==> config.mk <==
export PLATFORM = sky130hd
export DESIGN_NAME = nibble_bank_ctrl
export DESIGN_NICKNAME = d
export VERILOG_FILES = /design/src/rtl/nbc_pkg.sv /design/src/rtl/nbc_decode.sv /design/src/rtl/nbc_chr_regs.sv /design/src/rtl/nbc_prg_regs.sv /design/src/rtl/nbc_irq_timer.sv /design/src/rtl/nibble_bank_ctrl.sv
export SDC_FILE = /design/constraint.sdc
export NUM_CORES = 1
export LEC_CHECK = 0
export ABC_CLOCK_PERIOD_IN_PS = 2000
export CORE_UTILIZATION = 30
export DETAILED_ROUTE_END_ITERATION = 8
export DONT_BUFFER_PORTS = 1
export GPL_ROUTABILITY_DRIVEN = 0
export SETUP_SLACK_MARGIN = 0.5
export SYNTH_ARGS = -nofsm -noshare
export SYNTH_HDL_FRONTEND = slang
export SYNTH_SLANG_ARGS = --single-unit
==> constraint.sdc <==
create_clock -name clk -period 2 [get_ports clk]
set_clock_uncertainty 0.05 [all_clocks]
set_input_delay 0.2 -clock clk [delete_from_list [all_inputs] [get_ports clk]]
set_output_delay 0.2 -clock clk [all_outputs]
set_load 0.005 [all_outputs]
==> src/rtl/nbc_pkg.sv <==
// Shared types for the nibble-written bank controller.
package nbc_pkg;
    typedef enum logic [1:0] {
        MIR_VERT   = 2'd0,
        MIR_HORZ   = 2'd1,
        MIR_ONE_LO = 2'd2,
        MIR_ONE_HI = 2'd3
    } mirror_t;

    // One-cycle write strobes produced by the address decoder.
    typedef struct packed {
        logic       prg_main;   // 0x8xxx
        logic       prg_mid;    // 0xAxxx
        logic       mir_set;    // 0x9000
        logic       mode_set;   // 0x9001 / 0x9004
        logic       lat_lo;     // 0xF000
        logic       lat_hi;     // 0xF002 / 0xF008
        logic       en_load;    // 0xF001 / 0xF004
        logic       en_copy;    // 0xF003 / 0xF00C
        logic [7:0] chr_lo;     // per-register low-nibble strobe
        logic [7:0] chr_hi;     // per-register high-nibble strobe
    } wr_strobe_t;
endpackage

==> src/rtl/nbc_decode.sv <==
// Address decoder: turns one bus write into a set of one-hot strobes.
// Assumes one write per cycle; only address bits 15..12 and 3..0 are used,
// except the program-bank pages, which use bits 15..12 alone.
module nbc_decode
    import nbc_pkg::*;
(
    input  logic        wr_en,
    input  logic [15:0] wr_addr,
    output wr_strobe_t  stb
);
    logic [3:0] page;
    logic [3:0] ofs;
    logic [1:0] pair;

    assign page = wr_addr[15:12];
    assign ofs  = wr_addr[3:0];
    assign pair = 2'(page - 4'hB);

    // Decode page and offset into strobes.
    always_comb begin
        stb = '0;
        if (wr_en) begin
            unique case (page)
                4'h8: stb.prg_main = 1'b1;
                4'hA: stb.prg_mid  = 1'b1;
                4'h9: begin
                    stb.mir_set  = (ofs == 4'h0);
                    stb.mode_set = (ofs == 4'h1) || (ofs == 4'h4);
                end
                4'hB, 4'hC, 4'hD, 4'hE: begin
                    case (ofs)
                        4'h0:       stb.chr_lo[{pair, 1'b0}] = 1'b1;
                        4'h2, 4'h8: stb.chr_hi[{pair, 1'b0}] = 1'b1;
                        4'h1, 4'h4: stb.chr_lo[{pair, 1'b1}] = 1'b1;
                        4'h3, 4'hC: stb.chr_hi[{pair, 1'b1}] = 1'b1;
                        default:    ;
                    endcase
                end
                4'hF: begin
                    stb.lat_lo  = (ofs == 4'h0);
                    stb.lat_hi  = (ofs == 4'h2) || (ofs == 4'h8);
                    stb.en_load = (ofs == 4'h1) || (ofs == 4'h4);
                    stb.en_copy = (ofs == 4'h3) || (ofs == 4'hC);
                end
                default: ;
            endcase
        end
    end
endmodule

==> src/rtl/nbc_chr_regs.sv <==
// Character bank register file: NUM_CHR registers, each loaded one nibble
// at a time. Assumes at most one strobe per register per cycle.
module nbc_chr_regs #(
    parameter int NUM_CHR = 8,
    parameter int BANK_W  = 8
) (
    input  logic                      clk,
    input  logic                      rst_n,
    input  logic [NUM_CHR-1:0]        lo_we,
    input  logic [NUM_CHR-1:0]        hi_we,
    input  logic [3:0]                nib,
    output logic [NUM_CHR*BANK_W-1:0] banks
);
    localparam int HALF = BANK_W / 2;

    for (genvar i = 0; i < NUM_CHR; i++) begin : g_reg
        logic [BANK_W-1:0] val;
        // Merge the written nibble into register i.
        always_ff @(posedge clk) begin
            if (!rst_n)
                val <= '0;
            else if (lo_we[i])
                val[HALF-1:0] <= nib[HALF-1:0];
            else if (hi_we[i])
                val[BANK_W-1:HALF] <= nib[HALF-1:0];
        end
        assign banks[i*BANK_W +: BANK_W] = val;
    end
endmodule

==> src/rtl/nbc_prg_regs.sv <==
// Program bank and mirroring registers. Swap mode steers the primary
// program write to window 6; toggling it exchanges the stored window-4 and
// window-6 values, so the outputs need no steering mux.
module nbc_prg_regs
    import nbc_pkg::*;
#(
    parameter int BANK_W = 8
) (
    input  logic              clk,
    input  logic              rst_n,
    input  wr_strobe_t        stb,
    input  logic [7:0]        data,
    output logic [BANK_W-1:0] win4,
    output logic [BANK_W-1:0] win5,
    output logic [BANK_W-1:0] win6,
    output mirror_t           mir
);
    logic swap_on;

    // Program windows and swap state.
    always_ff @(posedge clk) begin
        if (!rst_n) begin
            win4    <= '0;
            win5    <= '0;
            win6    <= '0;
            swap_on <= 1'b0;
        end else begin
            if (stb.prg_main) begin
                if (swap_on) win6 <= BANK_W'(data);
                else         win4 <= BANK_W'(data);
            end
            if (stb.prg_mid)
                win5 <= BANK_W'(data);
            if (stb.mode_set) begin
                swap_on <= data[1];
                if (data[1] != swap_on) begin
                    win4 <= win6;
                    win6 <= win4;
                end
            end
        end
    end

    // Mirroring mode.
    always_ff @(posedge clk) begin
        if (!rst_n)
            mir <= MIR_VERT;
        else if (stb.mir_set)
            mir <= mirror_t'(data[1:0]);
    end
endmodule

==> src/rtl/nbc_irq_timer.sv <==
// Interrupt timer: nibble-written latch, two-bit enable, prescaler that
// ticks every TICK_DIV cycles while enable bit 1 is set, up-counter that
// reloads from the latch past 0xFF. Acknowledge beats a same-edge overflow.
module nbc_irq_timer
    import nbc_pkg::*;
#(
    parameter int TICK_DIV = 4,
    parameter int CNT_W    = 8
) (
    input  logic       clk,
    input  logic       rst_n,
    input  wr_strobe_t stb,
    input  logic [7:0] data,
    output logic       run,
    output logic       irq
);
    localparam int PRE_W = (TICK_DIV > 2) ? $clog2(TICK_DIV) : 1;
    localparam logic [PRE_W-1:0] PRE_LAST = PRE_W'(TICK_DIV - 1);
    localparam logic [CNT_W-1:0] CNT_TOP  = '1;

    logic [CNT_W-1:0] latch;
    logic [CNT_W-1:0] cnt;
    logic [PRE_W-1:0] pre;
    logic [1:0]       en;
    logic             tick;
    logic             wrap;
    logic             ack;

    assign run  = en[1];
    assign tick = en[1] && !stb.en_load && (pre == PRE_LAST);
    assign wrap = tick && (cnt == CNT_TOP);
    assign ack  = stb.lat_lo | stb.lat_hi | stb.en_load | stb.en_copy;

    // Latch nibbles.
    always_ff @(posedge clk) begin
        if (!rst_n)
            latch <= '0;
        else if (stb.lat_lo)
            latch[3:0] <= data[3:0];
        else if (stb.lat_hi)
            latch[7:4] <= data[3:0];
    end

    // Enable pair, prescaler and counter.
    always_ff @(posedge clk) begin
        if (!rst_n) begin
            en  <= 2'b00;
            pre <= '0;
            cnt <= '0;
        end else if (stb.en_load) begin
            en  <= data[1:0];
            pre <= '0;
            cnt <= latch;
        end else begin
            if (stb.en_copy)
                en <= {en[0], en[0]};
            if (en[1]) begin
                pre <= tick ? '0 : pre + 1'b1;
                if (tick)
                    cnt <= wrap ? latch : cnt + 1'b1;
            end
        end
    end

    // Interrupt flag: set on wrap, cleared by any acknowledging write.
    always_ff @(posedge clk) begin
        if (!rst_n)
            irq <= 1'b0;
        else if (ack)
            irq <= 1'b0;
        else if (wrap)
            irq <= 1'b1;
    end
endmodule

==> src/rtl/nibble_bank_ctrl.sv <==
// Top level: decoder, character registers, program/mirroring registers and
// interrupt timer. All state updates on the write's clock edge.
module nibble_bank_ctrl
    import nbc_pkg::*;
#(
    parameter int NUM_CHR  = 8,
    parameter int BANK_W   = 8,
    parameter int TICK_DIV = 4
) (
    input  logic                      clk,
    input  logic                      rst_n,
    input  logic                      wr_en,
    input  logic [15:0]               wr_addr,
    input  logic [7:0]                wr_data,
    output logic [BANK_W-1:0]         prg_win4,
    output logic [BANK_W-1:0]         prg_win5,
    output logic [BANK_W-1:0]         prg_win6,
    output logic [NUM_CHR*BANK_W-1:0] chr_banks,
    output logic [1:0]                mirror,
    output logic                      irq
);
    wr_strobe_t stb;
    mirror_t    mir;
    logic       irq_run;

    nbc_decode u_dec (
        .wr_en   (wr_en),
        .wr_addr (wr_addr),
        .stb     (stb)
    );

    nbc_chr_regs #(.NUM_CHR(NUM_CHR), .BANK_W(BANK_W)) u_chr (
        .clk   (clk),
        .rst_n (rst_n),
        .lo_we (stb.chr_lo[NUM_CHR-1:0]),
        .hi_we (stb.chr_hi[NUM_CHR-1:0]),
        .nib   (wr_data[3:0]),
        .banks (chr_banks)
    );

    nbc_prg_regs #(.BANK_W(BANK_W)) u_prg (
        .clk   (clk),
        .rst_n (rst_n),
        .stb   (stb),
        .data  (wr_data),
        .win4  (prg_win4),
        .win5  (prg_win5),
        .win6  (prg_win6),
        .mir   (mir)
    );

    nbc_irq_timer #(.TICK_DIV(TICK_DIV)) u_irq (
        .clk   (clk),
        .rst_n (rst_n),
        .stb   (stb),
        .data  (wr_data),
        .run   (irq_run),
        .irq   (irq)
    );

    assign mirror = mir;
endmodule

# Word-level counts from Yosys, hierarchy flattened
# Cells that the tools add are included.
dict set report word_totals {
  register_bits 112
  input_bits 27
  out_inout_bits 91
  elab_cells 121
}
dict set report op_classes {
  n_addsub 3
  order_cmp 4
  n_eq_ne 17
  n_mux 27
  bitwise 13
  reduce_logical 29
}
# operator count
set op_table {}
lappend op_table {{2-to-1 mux 8 bit} 12}
lappend op_table {{equality test 4 bit, second input constant} 10}
lappend op_table {{case mux 8 bit (2 select lines)} 2}
lappend op_table {{2-to-1 mux 24 bit} 1}
lappend op_table {{AND reduction 2 bit} 10}
lappend op_table {{2-to-1 mux 16 bit} 1}
lappend op_table {{inverter 1 bit} 10}
lappend op_table {{OR reduction 2 bit} 5}
lappend op_table {{adder 8 x 1 -> 8 bit, second input constant} 1}
lappend op_table {{equality test 4 x 2 -> 1 bit, second input constant} 2}
lappend op_table {{equality test 8 bit, second input constant} 1}
lappend op_table {{< comparator 3 x 4 -> 1 bit, second input constant} 2}
lappend op_table {{2-to-1 mux 2 bit} 4}
lappend op_table {{greater-or-equal comparator 3 x 1 -> 1 bit, second input constant} 2}
lappend op_table {{nonzero test 2 bit} 3}
lappend op_table {{logical AND 1 bit} 5}
lappend op_table {{demux 1 bit (select 2 bit)} 2}
lappend op_table {{equality test 4 x 1 -> 1 bit, second input constant} 1}
lappend op_table {{equality test 4 x 3 -> 1 bit, second input constant} 1}
lappend op_table {{logical NOT 4 bit} 1}
lappend op_table {{2-to-1 mux 1 bit} 4}
lappend op_table {{2-to-1 mux 4 bit} 1}
lappend op_table {{OR reduction 4 bit} 1}
lappend op_table {{logical OR 1 bit} 3}
lappend op_table {{6 further kinds} 8}

# Depth between registers and ports, before layout
# Gate-level depths: netlist of run 1.
dict set report depth {
  word_depth 16
  depth_mapped 7
  depth_no_buf 6
}

# Hierarchy
# A second synthesis of run 1 with hierarchy kept.
dict set report unflattened {
  cells_unflattened 517
  area_unflattened_um2 5180.0
}
# mod n_inst cells_per_inst area_per_inst_um2 seq_area_each_um2
set by_module_without_submodules {}
lappend by_module_without_submodules {nbc_chr_regs 1 231 2610.0 1281.2}
lappend by_module_without_submodules {nbc_prg_regs 1 125 1246.2 540.5}
lappend by_module_without_submodules {nbc_irq_timer 1 121 1058.5 420.4}
lappend by_module_without_submodules {nbc_decode 1 40 265.3 0.0}

# Worst setup path before layout of run 1
# No wires, ideal clock.
dict set report synth_path {
  kind {input -> register}
  startpoint {in wr_addr[14]}
  endpoint {reg u_prg.win6[3]}
  setup_ns 0.116
  arrival_time_ns 1.637
  t_required_ns 1.834
  slack_ns 0.197
  stages 6
  n_path_buf 1
  cell_sequence {nand3b_1 > or4b_2 > buf_2 > mux2i_1 > nand2_1 > o211a_1}
}
dict set report synth_via {
  elab_chain_len 6
  elab_cells_between_ends 8
  cone_classes {2 x eq/ne; 6 x mux}
}
# item line_no
set synth_rtl {}
lappend synth_rtl {{from (decl)} nibble_bank_ctrl.sv:13} ;# input logic [15:0] wr_addr,
lappend synth_rtl {{equality test 4 bit} nbc_decode.sv:23} ;# unique case (page)
lappend synth_rtl {{2-to-1 mux 1 bit} nbc_decode.sv:23}
lappend synth_rtl {{2-to-1 mux 24 bit *} nbc_decode.sv:22} ;# if (wr_en) begin
lappend synth_rtl {{2-to-1 mux 8 bit} nbc_prg_regs.sv:28} ;# if (stb.prg_main) begin
lappend synth_rtl {{2-to-1 mux 8 bit} nbc_prg_regs.sv:36} ;# if (data[1] != swap_on) begin
lappend synth_rtl {{2-to-1 mux 8 bit *} nbc_prg_regs.sv:34} ;# if (stb.mode_set) begin
lappend synth_rtl {{to (signal assigned)} nbc_prg_regs.sv:29} ;# if (swap_on) win6 <= BANK_W'(data);
lappend synth_rtl {{to (signal assigned)} nbc_prg_regs.sv:38} ;# win6 <= win4;
lappend synth_rtl {{to (decl)} nbc_prg_regs.sv:15} ;# output logic [BANK_W-1:0] win6,
# Mark *: on every way between the ends. The rest lies on a longest branch, timed or not.
# A chain may end at the register's enable or synchronous reset.

# Final worst setup path of run 1
dict set report layout_path {
  startpoint {reg u_prg.swap_on}
  endpoint {reg u_prg.win6[1]}
}
dict set report layout_via {
  elab_chain_len 4
  elab_cells_between_ends 5
  cone_classes {1 x eq/ne; 4 x mux}
}
# item line_no
set layout_rtl {}
lappend layout_rtl {{from (decl)} nbc_prg_regs.sv:18} ;# logic swap_on;
lappend layout_rtl {{from (signal assigned)} nbc_prg_regs.sv:35} ;# swap_on <= data[1];
lappend layout_rtl {{2-to-1 mux 8 bit} nbc_prg_regs.sv:29}
lappend layout_rtl {{2-to-1 mux 8 bit} nbc_prg_regs.sv:28}
lappend layout_rtl {{2-to-1 mux 8 bit} nbc_prg_regs.sv:36}
lappend layout_rtl {{2-to-1 mux 8 bit *} nbc_prg_regs.sv:34}
# Marks and branches as above.

==> impl_metrics.json, run 1 <==
{
  "outcome": "complete, but fails checks",
  "violations_in_the_final_reports": "hold timing",
  "synth.most_common_cell": "sky130_fd_sc_hd__dfxtp_1",
  "antennaDiodeCount": 0,
  "route.detailed.vias_per_inst": 5.048,
  "switchingPower_mw": 0.9648,
  "htree_num_levels": 3,
  "achievable-frequency_mhz": 652.3,
  "iteration_0_drc_markers": 263,
  "timing_worst_slew_pin_value_ns": 0.8800,
  "rsz_0062_raised_after_global_routing": "true",
  "synth-async-reset-ratio_pct": 0,
  "slowest_stage": "sky130_fd_sc_hd__or4b_4",
  "synth.lib_cells_used.distinct": 41,
  "ys_dominant_reg_cell": "sky130_fd_sc_hd__dfxtp_1",
  "clockRootBuffer": "sky130_fd_sc_hd__clkbuf_16",
  "yosysSeqAreaShare_pct": 46.63,
  "port_buffers": 0,
  "power_density_relative_to_cell_area_nw_per_um2": 729.7,
  "commonest_cells_in_the_netlist": "112 x sky130_fd_sc_hd__dfxtp_1, 91 x sky130_fd_sc_hd__nand2_1, 57 x sky130_fd_sc_hd__mux2i_1",
  "ant_nets": 0,
  "share_of_the_clock_period_used_by_the_worst_path_after_layout_pct": 76.65,
  "power.clock.fraction_pct": 43.1,
  "finalWorstPathRequiredPeriod_ns": 1.533,
  "start_util_pct": 31.17,
  "slew_headroom_pct": 41.14,
  "timing.critical_path.buf_inv": 0,
  "route.vias.total": 3907,
  "antenna_found_initial": 0,
  "worst_path_largest_cell_delay_ns": 0.58,
  "grt_pass1_wl_mm": 19.83,
  "cells_taking_the_most_area_after_synthesis": "sky130_fd_sc_hd__dfxtp_1 47%, sky130_fd_sc_hd__mux2i_1 12%, sky130_fd_sc_hd__a21boi_0 7.7%, sky130_fd_sc_hd__nand2_1 7.1%, sky130_fd_sc_hd__nand3_1 5.7%",
  "path_cells": "or4b_4 -> mux2i_2 -> nand2_1 -> o211a_1",
  "power_frac_seq_pct": 52.6,
  "grt_start_max_net_pins": 113,
  "route.detailed.drc": 0,
  "cts_tree": "done",
  "clock_insertion_delay_at_the_later_pin_of_the_skew_report_ns": 0.35,
  "routedWlPerCell_um": 17.80,
  "timing.hold.worst.class": "input port to register",
  "grt_overflow": 0,
  "fillerInstances": 1552,
  "report.final.slew_viol_count": 0,
  "layout-area-overhead-vs-synth_pct": 21.47,
  "cp_data_required_time_ns": 2.20,
  "die_w_um": 128.6,
  "clk_transition_reported_paths_ns": 0.08,
  "worst_hold_slack_ns": -0.04183,
  "synthDominantCellAreaShare_pct": 46.63,
  "synth_enable_flop_cells": 0,
  "cp_data_arrival_time_ns": 1.73,
  "syn_area_per_cell_um2": 9.055,
  "timing_hold_violations_final": 30,
  "syn_area_um2": 4808,
  "register_bit_total_from_synthesis": 112,
  "leakagePower_nw": 2.261,
  "maximum_fanout_count_along_the_critical_path": 8,
  "final.setup.tns_ns": 0,
  "placeableCoreArea_um2": 15430,
  "crit_path_start_kind": "register",
  "nNetsFinal": 587,
  "numClockSinks": 112,
  "die_h_um": 128.6,
  "first_pass_iters": 5,
  "clock_path_buffers": 2,
  "numCtsBuffers": 9,
  "netSwitchingFraction_pct": 22.64,
  "power.internal_mw": 3.297,
  "num_rows": 45,
  "layout-drive-gt1-share_pct": 11.55,
  "share_comb_of_total_power_pct": 4.2,
  "synth.net_count": 560,
  "drt-total-wl_mm": 13.78,
  "max-cap-violations": 0,
  "critical_path.endpoint_type": "register",
  "die-area_um2": 16540,
  "grt_use_total_pct": 15.66,
  "count_of_synthesis_stage_warnings_from_yosys": 0,
  "boundaryPins": 118,
  "synth_area_leader_cell": "sky130_fd_sc_hd__dfxtp_1",
  "vdd.ir_drop.worst_mv": 0.5320,
  "first_global_vias": 3708,
  "synth_cells": 531,
  "detailed_place_hpwl_mm": 8.401,
  "finalSetupViolations": 0,
  "timing.setup.critical_path_class": "register to register",
  "cp_top_family": "simple AND/OR/NAND/NOR gates"
}
path summary, 6_finish.rpt:
kind	startpoint	endpoint	slack, ns	cells after the start
setup / recovery	u_prg.swap_on$_SDFFE_PN0N_	u_prg.win6[1]$_SDFF_PN0_	0.47	4
hold / removal	rst_n	u_irq.cnt[1]$_SDFFE_PN0P_	-0.04	2
setup reg to reg	u_prg.swap_on$_SDFFE_PN0N_	u_prg.win6[1]$_SDFF_PN0_	0.47	4
hold reg to reg	u_irq.latch[1]$_SDFFE_PN0P_	u_irq.cnt[1]$_SDFFE_PN0P_	0.42	2
area by class of cell:
class / count / area (um2) / area share [%]
Tap cell: 211 / 264.0 / 4.520
Timing Repair Buffer: 52 / 489.2 / 8.376
Sequential cell: 112 / 2257 / 38.65
Clock buffer: 11 / 232.7 / 3.985
Multi-Input combinational cell: 381 / 2524 / 43.21
Inverter: 2 / 7.507 / 0.1285
Clock inverter: 5 / 66.31 / 1.135
kinds of logic (layout without fill, tap and decap cells):
group           count (synthesis)  count (layout)  share of synthesized area, %
mux                            58              58                         12.10
flops                         112             112                         46.63
xor+xnor                        3               3                        0.5465
buf+inv                        38              70                         3.201
fa+ha+maj                       2               2                        0.5203
compound gates                 93              93                         14.62
simple gates                  225             225                         22.38
per-stage QoR:
| stage | total power [mW] | instance area, um2 | setup slack, ns | util, % | std cells |
|---|---|---|---|---|---|
| floorplan | 2.431 | 4867 | 0.3642 | - | 531 |
| global placement | 2.410 | 5094 | 0.2850 | 33.02 | 722 |
| detailed placement | 2.413 | 5094 | 0.2640 | 33.02 | 722 |
| CTS | 4.224 | 5712 | 0.4490 | 37.02 | 765 |
| global route | 4.396 | 5841 | 0.4025 | 37.86 | 774 |
| finish | 4.262 | 5841 | 0.4670 | 37.86 | 774 |
state kept, by name, summed over array words and instances (netlist names):
name           count
u_irq.pre          2
u_prg.win6         8
u_chr.g.val       64
u_irq.irq          1
u_prg.win5         8
u_irq.latch        8
u_prg.swap_on      1
u_prg.mir          2
u_prg.win4         8
u_irq.cnt          8
u_irq.en           2
layer usage:
layer | vias up | GRT usage, % | part of all wire [%]
met2 | 115 | 25.34 | 48
li1 | 1899 | - | -
met3 | 15 | 4.990 | 7.8
met4 | 0 | 6.713 | 2.4
met5 | - | 0 | 0
met1 | 1878 | 19.11 | 42
cells in the final DEF, fill, tap and decap left out, types with 3 or more instances in the layout:
cell | Yosys | final
sky130_fd_sc_hd__a21boi_0 | 49 | 49
sky130_fd_sc_hd__a21oi_1 | 9 | 8
sky130_fd_sc_hd__buf_4 | 0 | 21
sky130_fd_sc_hd__buf_6 | 1 | 3
sky130_fd_sc_hd__clkbuf_16 | 0 | 9
sky130_fd_sc_hd__dfxtp_1 | 112 | 104
sky130_fd_sc_hd__dfxtp_2 | 0 | 6
sky130_fd_sc_hd__dlygate4sd3_1 | 0 | 27
sky130_fd_sc_hd__mux2i_1 | 57 | 56
sky130_fd_sc_hd__nand2_1 | 91 | 90
sky130_fd_sc_hd__nand3_1 | 55 | 53
sky130_fd_sc_hd__nor2_1 | 23 | 22
sky130_fd_sc_hd__nor2b_1 | 35 | 35
sky130_fd_sc_hd__nor3_1 | 9 | 5
sky130_fd_sc_hd__nor3_2 | 1 | 3
sky130_fd_sc_hd__o211a_1 | 16 | 16
sky130_fd_sc_hd__o21ai_0 | 7 | 5
power groups by stage:
stage | sequential [mW] | combinational, mW | clock [mW]
CTS | 2.24 | 0.120 | 1.86
finish | 2.24 | 0.181 | 1.84
global placement | 2.30 | 0.114 | 0
detailed placement | 2.30 | 0.116 | 0
global route | 2.24 | 0.193 | 1.96
floorplan | 2.29 | 0.137 | 0
repair_timing:
item,in CTS,in global routing
endpoints found under the hold margin,112,67
pin swaps,10,8
gates resized for setup,15,11
hold buffers,21,7
setup buffers,6,2
setup endpoints to repair,17,31
Note: power is estimated with default switching activity, not from simulation.
==> run 2, diff against run 1 <==
--- a/config.mk
+++ b/config.mk
@@ -5,7 +5,7 @@
 export SDC_FILE = /design/constraint.sdc
 export NUM_CORES = 1
 export LEC_CHECK = 0
-export ABC_CLOCK_PERIOD_IN_PS = 2000
+export ABC_CLOCK_PERIOD_IN_PS = 1550
 export CORE_UTILIZATION = 30
 export DETAILED_ROUTE_END_ITERATION = 8
 export DONT_BUFFER_PORTS = 1
==> constraint.sdc (replaced) <==
create_clock -name clk -period 1.55 [get_ports clk]
set_clock_uncertainty 0.05 [all_clocks]
set_input_delay 0.155 -clock clk [delete_from_list [all_inputs] [get_ports clk]]
set_output_delay 0.155 -clock clk [all_outputs]
set_load 0.005 [all_outputs]
==> run 2 against run 1 <==
- the run still ends with hold timing left
- clock power increased by 25%
- die area stayed put
- non-clock buffer count down 13
- register-to-register slack worse by 0.39 ns
- critical path depth up 3
- largest cell class unchanged
==> impl_metrics.json, run 2 (synthesis results as in run 1) <==
{
  "crit_path_start_kind": "register",
  "holdBufCountCts": 1,
  "power_density_relative_to_cell_area_nw_per_um2": 928.8,
  "antennaDiodeCount": 0,
  "die_w_um": 128.6,
  "clock_path_buffers": 2,
  "grt_overflow": 0,
  "post_dp_cell_area_um2": 5281,
  "detailed_place_hpwl_mm": 8.700,
  "timing.critical_path.from": "u_irq.cnt[0]$_SDFFE_PN0P_",
  "path_cells": "ha_4 -> nand3_4 -> nor3_4 -> buf_6 -> a21o_4 -> a22o_1 -> o21a_1",
  "route.detailed.vias_per_inst": 5.097,
  "layout-drive-gt1-share_pct": 17.42,
  "slowest_stage": "sky130_fd_sc_hd__dfxtp_4",
  "grt_start_max_net_pins": 113,
  "first_global_vias": 3778,
  "start_util_pct": 31.17,
  "regMostFlops": "u_chr.g.val",
  "reg2reg_from": "u_irq.cnt[0]$_SDFFE_PN0P_",
  "drt-total-wl_mm": 13.22,
  "layout_common_cells": "105 x sky130_fd_sc_hd__dfxtp_1, 88 x sky130_fd_sc_hd__nand2_1, 57 x sky130_fd_sc_hd__mux2i_1, 52 x sky130_fd_sc_hd__nand3_1, 35 x sky130_fd_sc_hd__nor2b_1",
  "iteration_0_drc_markers": 249,
  "num_rows": 45,
  "leakagePower_nw": 2.233,
  "first_pass_iters": 5,
  "final_util_pct": 37.66,
  "finalWorstPathRequiredPeriod_ns": 1.469,
  "cp_data_required_time_ns": 1.75,
  "achievable-frequency_mhz": 680.9,
  "cp_data_arrival_time_ns": 1.66,
  "layout.cell_area.non_filler_um2": 5811,
  "port_buffers": 0,
  "antenna_found_initial": 0,
  "violations_in_the_final_reports": "hold timing",
  "boundaryPins": 118,
  "timing_worst_slew_pin_value_ns": 0.3988,
  "rsz_0062_raised_after_global_routing": "true",
  "route.detailed.drc": 0,
  "placeableCoreArea_um2": 15430,
  "timing.hold.worst.class": "input port to register",
  "start_point_of_the_worst_hold_path": "wr_data[3]",
  "numClockSinks": 112,
  "max-cap-violations": 0,
  "layout.cells.most_common": "sky130_fd_sc_hd__dfxtp_1",
  "worst_path_largest_cell_delay_ns": 0.36,
  "layout-area-overhead-vs-synth_pct": 20.84,
  "maximum_fanout_count_along_the_critical_path": 5,
  "critical_path.endpoint_type": "register",
  "clockRootBuffer": "sky130_fd_sc_hd__clkbuf_16",
  "routedWlPerCell_um": 17.35,
  "report.final.slew_viol_count": 0,
  "share_of_the_clock_period_used_by_the_worst_path_after_layout_pct": 94.76,
  "clk_transition_reported_paths_ns": 0.08,
  "largest_register_ff_count": 64,
  "htree_num_levels": 3,
  "timing_hold_violations_final": 111,
  "worst_hold_slack_ns": -0.1007,
  "route.vias.total": 3884,
  "finalSetupViolations": 0,
  "ant_nets": 0,
  "cts_tree": "done",
  "timing.setup.critical_path_class": "register to register",
  "vdd.ir_drop.worst_mv": 0.7151,
  "nNetsFinal": 575,
  "outcome": "complete, but fails checks",
  "slew_headroom_pct": 73.21,
  "grt_use_total_pct": 15.80,
  "grt_pass1_wl_mm": 20.07,
  "clock_insertion_delay_at_the_later_pin_of_the_skew_report_ns": 0.35,
  "numCtsBuffers": 9,
  "die_h_um": 128.6,
  "die-area_um2": 16540
}
## run 2: cell type report
class / count / area (um2)
Timing Repair Buffer: 39 / 354.1
Fill cell: 1547 / 9617
Clock inverter: 7 / 77.57
Clock buffer: 9 / 225.2
Tap cell: 211 / 264.0
Inverter: 2 / 7.507
Multi-Input combinational cell: 382 / 2629
Sequential cell: 112 / 2253
## run 2: critical path: cells and delay by family (launching register included)
family                   cells  cell delay (ns)
AO/OA/AOI/OAI                3             0.54
AND/OR/NAND/NOR              2             0.15
adder cells (fa/ha/maj)      1             0.17
buffers and inverters        1             0.11
flip-flops                   1             0.36
## run 2: power breakdown
group | leakage [nW] | internal, mW | switching [mW]
combinational | 1.18 | 0.101 | 0.102
sequential | 0.906 | 2.88 | 0.0102
clock | 0.144 | 1.14 | 1.16
total | 2.23 | 4.13 | 1.27
## run 2: worst paths after layout
| check | end | cells after the start | slack (ns) |
|---|---|---|---|
| setup / recovery | u_irq.cnt[0]$_SDFFE_PN0P_ | 7 | 0.08 |
| hold / removal | u_chr.g_reg[4].val[7]$_SDFFE_PN0P_ | 2 | -0.10 |
| setup reg to reg | u_irq.cnt[0]$_SDFFE_PN0P_ | 7 | 0.08 |
| hold reg to reg | u_irq.en[0]$_SDFFE_PN0P_ | 2 | 0.42 |
## run 2: repair_timing
action / 4_1_cts / 5_1_grt
pin swaps: 23 / 11
buffers inserted: 5 / 6
resized for setup: 9 / 21
hold endpoints to repair: 112 / 112
setup endpoints to repair: 31 / 69
gates cloned: 0 / 1
## run 2: per-stage QoR
step	total power [mW]	hold WS [ns]	setup WS, ns	cells	setup TNS, ns
detailed placement	3.127	0.2431	-0.02756	733	-0.06668
CTS	5.463	-0.1373	0.09203	755	0
global placement	3.124	0.2367	-0.008546	733	-0.01945
global route	5.603	-0.1191	0.03360	762	0
finish	5.397	-0.1007	0.08129	762	0
floorplan	3.145	0.2745	-0.04085	531	-0.5918
## run 2: layer usage
layer  vias to the layer above  GRT usage [%]  wire [um]
li1                       1885              -          -
met1                      1888          18.46       5533
met2                        94          26.23       6382
met3                        17          5.738       1049
met4                         0          6.367        256
met5                         -              0          0
